$ cat config.mk
export PLATFORM = sky130hd
export DESIGN_NAME = uart_txb_top
export DESIGN_NICKNAME = d
export VERILOG_FILES = /design/src/rtl/uart_txb_pkg.sv /design/src/rtl/uart_txb_fifo.sv /design/src/rtl/uart_txb_shifter.sv /design/src/rtl/uart_txb_top.sv
export SDC_FILE = /design/constraint.sdc
export NUM_CORES = 1
export LEC_CHECK = 0
export CAP_MARGIN = 20
export CORE_AREA = 8 8 144 146
export DETAILED_ROUTE_END_ITERATION = 7
export DIE_AREA = 0 0 152 154
export GPL_ROUTABILITY_DRIVEN = 0
export PLACE_DENSITY = 0.66
export SYNTH_ARGS = -nofsm -noshare
export SYNTH_HDL_FRONTEND = slang
export SYNTH_SLANG_ARGS = --single-unit
export TNS_END_PERCENT = 1
$ cat constraint.sdc
create_clock -name clk_i -period 3.33 [get_ports clk_i]
set_input_delay 0.333 -clock clk_i [delete_from_list [all_inputs] [get_ports clk_i]]
set_output_delay 0.333 -clock clk_i [all_outputs]
set_load 0.005 [all_outputs]
$ cat src/rtl/uart_txb_pkg.sv
package uart_txb_pkg;
  typedef enum logic [1:0] {
    SH_IDLE  = 2'd0,
    SH_START = 2'd1,
    SH_DATA  = 2'd2,
    SH_STOP  = 2'd3
  } sh_state_e;
endpackage

$ cat src/rtl/uart_txb_fifo.sv
module uart_txb_fifo #(
  parameter int DEPTH  = 24,
  parameter int DATA_W = 8
) (
  input  logic                       clk_i,
  input  logic                       rst_ni,
  input  logic                       push_i,
  input  logic [DATA_W-1:0]          push_data_i,
  input  logic                       pop_i,
  output logic [DATA_W-1:0]          pop_data_o,
  output logic                       empty_o,
  output logic                       full_o,
  output logic [$clog2(DEPTH+1)-1:0] count_o
);
  localparam int AW = (DEPTH > 1) ? $clog2(DEPTH) : 1;
  localparam int CW = $clog2(DEPTH + 1);

  logic [DATA_W-1:0] mem_q [DEPTH];
  logic [AW-1:0]     wr_ptr_q, rd_ptr_q;
  logic [CW-1:0]     cnt_q;
  logic              do_push, do_pop;

  assign empty_o    = (cnt_q == '0);
  assign full_o     = (cnt_q == CW'(DEPTH));
  assign count_o    = cnt_q;
  assign pop_data_o = mem_q[rd_ptr_q];
  assign do_push    = push_i && !full_o;
  assign do_pop     = pop_i && !empty_o;

  always_ff @(posedge clk_i) begin
    if (do_push) mem_q[wr_ptr_q] <= push_data_i;
  end

  always_ff @(posedge clk_i or negedge rst_ni) begin
    if (!rst_ni) begin
      wr_ptr_q <= '0;
      rd_ptr_q <= '0;
      cnt_q    <= '0;
    end else begin
      if (do_push) wr_ptr_q <= (wr_ptr_q == AW'(DEPTH - 1)) ? '0 : wr_ptr_q + 1'b1;
      if (do_pop)  rd_ptr_q <= (rd_ptr_q == AW'(DEPTH - 1)) ? '0 : rd_ptr_q + 1'b1;
      case ({do_push, do_pop})
        2'b10:   cnt_q <= cnt_q + 1'b1;
        2'b01:   cnt_q <= cnt_q - 1'b1;
        default: cnt_q <= cnt_q;
      endcase
    end
  end
endmodule

$ cat src/rtl/uart_txb_shifter.sv
module uart_txb_shifter
  import uart_txb_pkg::*;
#(
  parameter int DATA_W = 8
) (
  input  logic              clk_i,
  input  logic              rst_ni,
  input  logic              load_i,
  input  logic [DATA_W-1:0] data_i,
  input  logic              tick_i,
  output logic              txd_o,
  output logic              empty_o
);
  localparam int CNT_W = (DATA_W > 1) ? $clog2(DATA_W) : 1;

  sh_state_e         state_q;
  logic [DATA_W-1:0] shreg_q;
  logic [CNT_W-1:0]  bit_cnt_q;

  assign empty_o = (state_q == SH_IDLE);

  always_comb begin
    case (state_q)
      SH_START: txd_o = 1'b0;
      SH_DATA:  txd_o = shreg_q[0];
      default:  txd_o = 1'b1;
    endcase
  end

  always_ff @(posedge clk_i or negedge rst_ni) begin
    if (!rst_ni) begin
      state_q   <= SH_IDLE;
      shreg_q   <= '0;
      bit_cnt_q <= '0;
    end else begin
      case (state_q)
        SH_IDLE: if (load_i) begin
          shreg_q   <= data_i;
          bit_cnt_q <= '0;
          state_q   <= SH_START;
        end
        SH_START: if (tick_i) state_q <= SH_DATA;
        SH_DATA: if (tick_i) begin
          shreg_q <= shreg_q >> 1;
          if (bit_cnt_q == CNT_W'(DATA_W - 1)) state_q <= SH_STOP;
          else bit_cnt_q <= bit_cnt_q + 1'b1;
        end
        SH_STOP: if (tick_i) state_q <= SH_IDLE;
        default: state_q <= SH_IDLE;
      endcase
    end
  end
endmodule

$ cat src/rtl/uart_txb_top.sv
module uart_txb_top #(
  parameter int DEPTH  = 24,
  parameter int DATA_W = 8
) (
  input  logic              clk_i,
  input  logic              rst_ni,
  input  logic              wr_en_i,
  input  logic [DATA_W-1:0] wr_data_i,
  input  logic              tx_en_i,
  input  logic              bit_tick_i,
  output logic              ready_o,
  output logic              load_o,
  output logic [DATA_W-1:0] load_data_o,
  output logic              shift_empty_o,
  output logic              txd_o
);
  localparam int CW = $clog2(DEPTH + 1);

  logic          ready_q, accept, buf_empty, buf_full;
  logic [CW-1:0] buf_count;

  assign accept  = wr_en_i && ready_q && tx_en_i && !buf_full;
  assign load_o  = !buf_empty && shift_empty_o && tx_en_i;
  assign ready_o = ready_q;

  always_ff @(posedge clk_i or negedge rst_ni) begin
    if (!rst_ni)     ready_q <= 1'b1;
    else if (load_o) ready_q <= 1'b1;
    else if (accept) ready_q <= 1'b0;
  end

  uart_txb_fifo #(.DEPTH(DEPTH), .DATA_W(DATA_W)) u_fifo (
    .clk_i       (clk_i),
    .rst_ni      (rst_ni),
    .push_i      (accept),
    .push_data_i (wr_data_i),
    .pop_i       (load_o),
    .pop_data_o  (load_data_o),
    .empty_o     (buf_empty),
    .full_o      (buf_full),
    .count_o     (buf_count)
  );

  uart_txb_shifter #(.DATA_W(DATA_W)) u_shift (
    .clk_i   (clk_i),
    .rst_ni  (rst_ni),
    .load_i  (load_o),
    .data_i  (load_data_o),
    .tick_i  (bit_tick_i),
    .txd_o   (txd_o),
    .empty_o (shift_empty_o)
  );
endmodule

==> flow_metrics.py <==
metrics = {
    "outcome": {
        "outcome": "finished clean",
    },
    "timing": {
        "holdWs_ns": 0.3029,
        "setup-violations-final": 0,
        "slew_violations": 0,
        "finalClockSkew_ns": 0.01344,
        "finalWorstSetupSlack_ns": 0.2267,
        "rsz0062_at_grt": "no",
        "finalSetupTns_ns": 0,
        "period_needed_ns": 3.103,
        "finalCritPeriodShare_pct": 93.19,
        "hold_violations": 0,
        "slew_headroom_pct": 26.79,
        "max_freq_mhz": 322.2,
        "worstMarginPinSlew_ns": 1.095,
    },
    "finish": {
        "layout_common_cells": "edfxtp_1 (192), nor2_1 (38), nand2_1 (34)",
        "layout_commonest_cell": "edfxtp_1",
        "antenna_cells": 0,
        "syn2layout_area_growth_pct": 15.08,
        "drive_above_1_share_pct": 16.28,
        "fin_area_um2": 10410,
        "nets": 619,
    },
    "synthesis": {
        "ys_types": 42,
        "syn_area_per_cell_um2": 16.72,
        "synth_xor_area_share_pct": 0.6779,
        "synth.area.top_cells": "edfxtp_1 (64%), dfrtp_1 (7.7%), mux4_2 (5.2%)",
        "syn_area_um2": 9044,
        "synth_edf_count": 192,
        "ys_seq_area_share_pct": 71.79,
        "ys_ff_latch": 221,
        "synth_compound_area_share_pct": 6.018,
        "yosysTopAreaCellShare_pct": 63.75,
        "synthMuxAreaShare_pct": 12.24,
        "postSynth.asyncResetShare_pct": 13.12,
        "synth_top_family_by_area": "multiplexers",
        "yosysWarnings": 0,
        "synthCells": 541,
        "synthSimpleGateAreaFrac_pct": 5.105,
        "syn-num-nets": 570,
        "yosysTopAreaCell": "edfxtp_1",
        "ys.flop_type": "edfxtp_1",
        "synth_fa_ha_area_share_pct": 2.297,
    },
    "critical_path": {
        "worstReg2RegStart": "u_fifo.count_o[0]",
        "required_ns": 3.00,
        "startpoint": "u_fifo.rd_ptr_q[0]",
        "ff2ff_path_depth": 10,
        "crit_arrival_ns": 2.77,
        "crit_path_end": "load_data_o[2]",
        "crit_fanout": 17,
        "end_kind": "output port",
        "criticalPathCategory": "register to output port",
        "reg2reg_slack_ns": 0.68,
        "cp-start-kind": "register",
        "r2r_end": "u_fifo.count_o[4]",
    },
    "cts": {
        "htreeDepth": 1,
        "clk_latency_ns": 0.51,
        "cts_buffer_depth": 3,
        "cts_tree": "yes",
        "cts_made_buffers": 24,
        "clk_pin_slew_ns": 0.06,
        "clkSinkCount": 221,
        "cts_root_buf": "clkbuf_16",
    },
    "floorplanning": {
        "die_area_um2": 23410,
        "row_count": 50,
        "core_um2": 18460,
        "start_util_pct": 49.00,
        "io_pins": 25,
        "fp.dieW_um": 152,
        "die_h_um": 154,
    },
    "hold_path": {
        "holdCritPathClass": "input port to asynchronous set/reset pin",
    },
    "power": {
        "leakage_nw": 3.807,
        "ir_drop_mv": 0.4648,
        "power.internal_w": 0.004699,
        "power_density_nw_per_um2": 570.7,
        "seq_power_share_pct": 51.7,
        "p_sw_w": 0.001240,
        "p_clk_share_pct": 43.0,
        "p_comb_share_pct": 5.3,
        "swShare_pct": 20.89,
    },
    "placed_design": {
        "dp_hpwl_um": 11940,
        "placed_cell_area_um2": 9602,
        "io_buffers": 24,
        "dp_slack_ns": 0.5061,
    },
    "global_route": {
        "gr-total-overflow": 0,
        "grt.total_usage_pct": 15.72,
        "grt_max_degree": 32,
        "grt_pass1_wl_um": 28420,
        "grt_pass1_vias": 4869,
        "antenna_found_initial": 0,
    },
    "detailed_routing": {
        "wl_per_cell_um": 22.18,
        "antenna_left": 0,
        "via_per_inst": 5.848,
        "drtIter0Drc": 393,
        "num_vias": 4924,
        "remaining_drc_errors": 0,
        "dr.pass1.iters": 5,
        "wl_um": 18680,
    },
    "job": {
        "maxCapViolations": 0,
    },
}
## power by group through the flow
stage               clock network, W  logic [W]  registers, W
finish                       0.00255   0.000318       0.00307
global route                 0.00271   0.000358       0.00307
CTS                          0.00261   0.000320       0.00307
detailed placement                 0   0.000320       0.00312
global placement                   0   0.000299       0.00312
floorplan                          0   0.000177       0.00312
## cell usage after synthesis (all sizes together), types with 4 or more instances
library cell and count:
a21oi 11, a221o 7, a22oi 16, buf 13, clkbuf 9, dfrtp 28, edfxtp 192, ha 15
inv 12, mux2 20, mux2i 33, mux4 24, nand2 34, nand3 15, nor2 38, nor3 4
o211ai 8, o21ai 19, o22ai 10, xnor2 4
## cell type report
class	count	area, um2
inverter	12	45.04
fill	1409	8048
clock inverter	13	117.6
sequential	221	6496
multi-input combinational	286	2385
timing repair buffer	45	422.9
clock buffer	31	648.1
tap	234	292.8
## timing repair
action                                  in CTS  in global routing
gates cloned                                 0                  0
hold buffers                                 0                  0
gates resized for setup                      1                  1
endpoints found under the setup margin       5                  2
setup buffers                                0                  3
## flip-flops by register name, summed over array words and instances, names as in the netlist
name	cells
u_fifo.wr_ptr_q	5
u_shift.shreg_q	8
ready_o	1
u_shift.bit_cnt_q	3
u_fifo.count_o	5
u_fifo.rd_ptr_q	5
u_shift.state_q	2
u_fifo.mem_q	192
## worst max-delay path: stages, from the launching register on
cell and delay (ns):
dfrtp_4 0.42, buf_12 0.17, buf_4 0.15, mux4_2 0.50
a22oi_1 0.31, o211ai_1 0.21, clkdlybuf4s50_1 0.49
## logic make-up (layout without fill, tap and decap cells)
kind of cell	count (synthesis)	in the layout
DFF	221	221
xor gates and xnor gates	7	7
muxes	77	77
adders and majority gates	16	16
AOI/OAI and AO/OA	81	81
buffers and inverters	34	101
and+or+nand+nor	105	105
## stage by stage
stage,instances,utilization [%],total power [W]
global route,842,56.39,0.006137
CTS,839,56.19,0.005994
floorplan,541,-,0.003293
global placement,795,52.03,0.003418
detailed placement,795,52.03,0.003444
finish,842,56.39,0.005939
## per-layer routing
layer	routed length, um	up-vias	GRT usage (%)
li1	-	2223	-
met1	8532	2528	21.89
met2	8751	147	25.17
met3	1051	26	3.139
met4	342	0	3.475
met5	0	-	0
## how the worst min path moves through the flow
stage / end
CTS: u_fifo.count_o[1]
finish: u_fifo.count_o[4]
floorplan: u_fifo.count_o[0]
detailed placement: u_fifo.count_o[4]
global placement: u_shift.bit_cnt_q[1]
global route: u_fifo.count_o[3]
No activity file was read; power rests on OpenSTA's default activity.
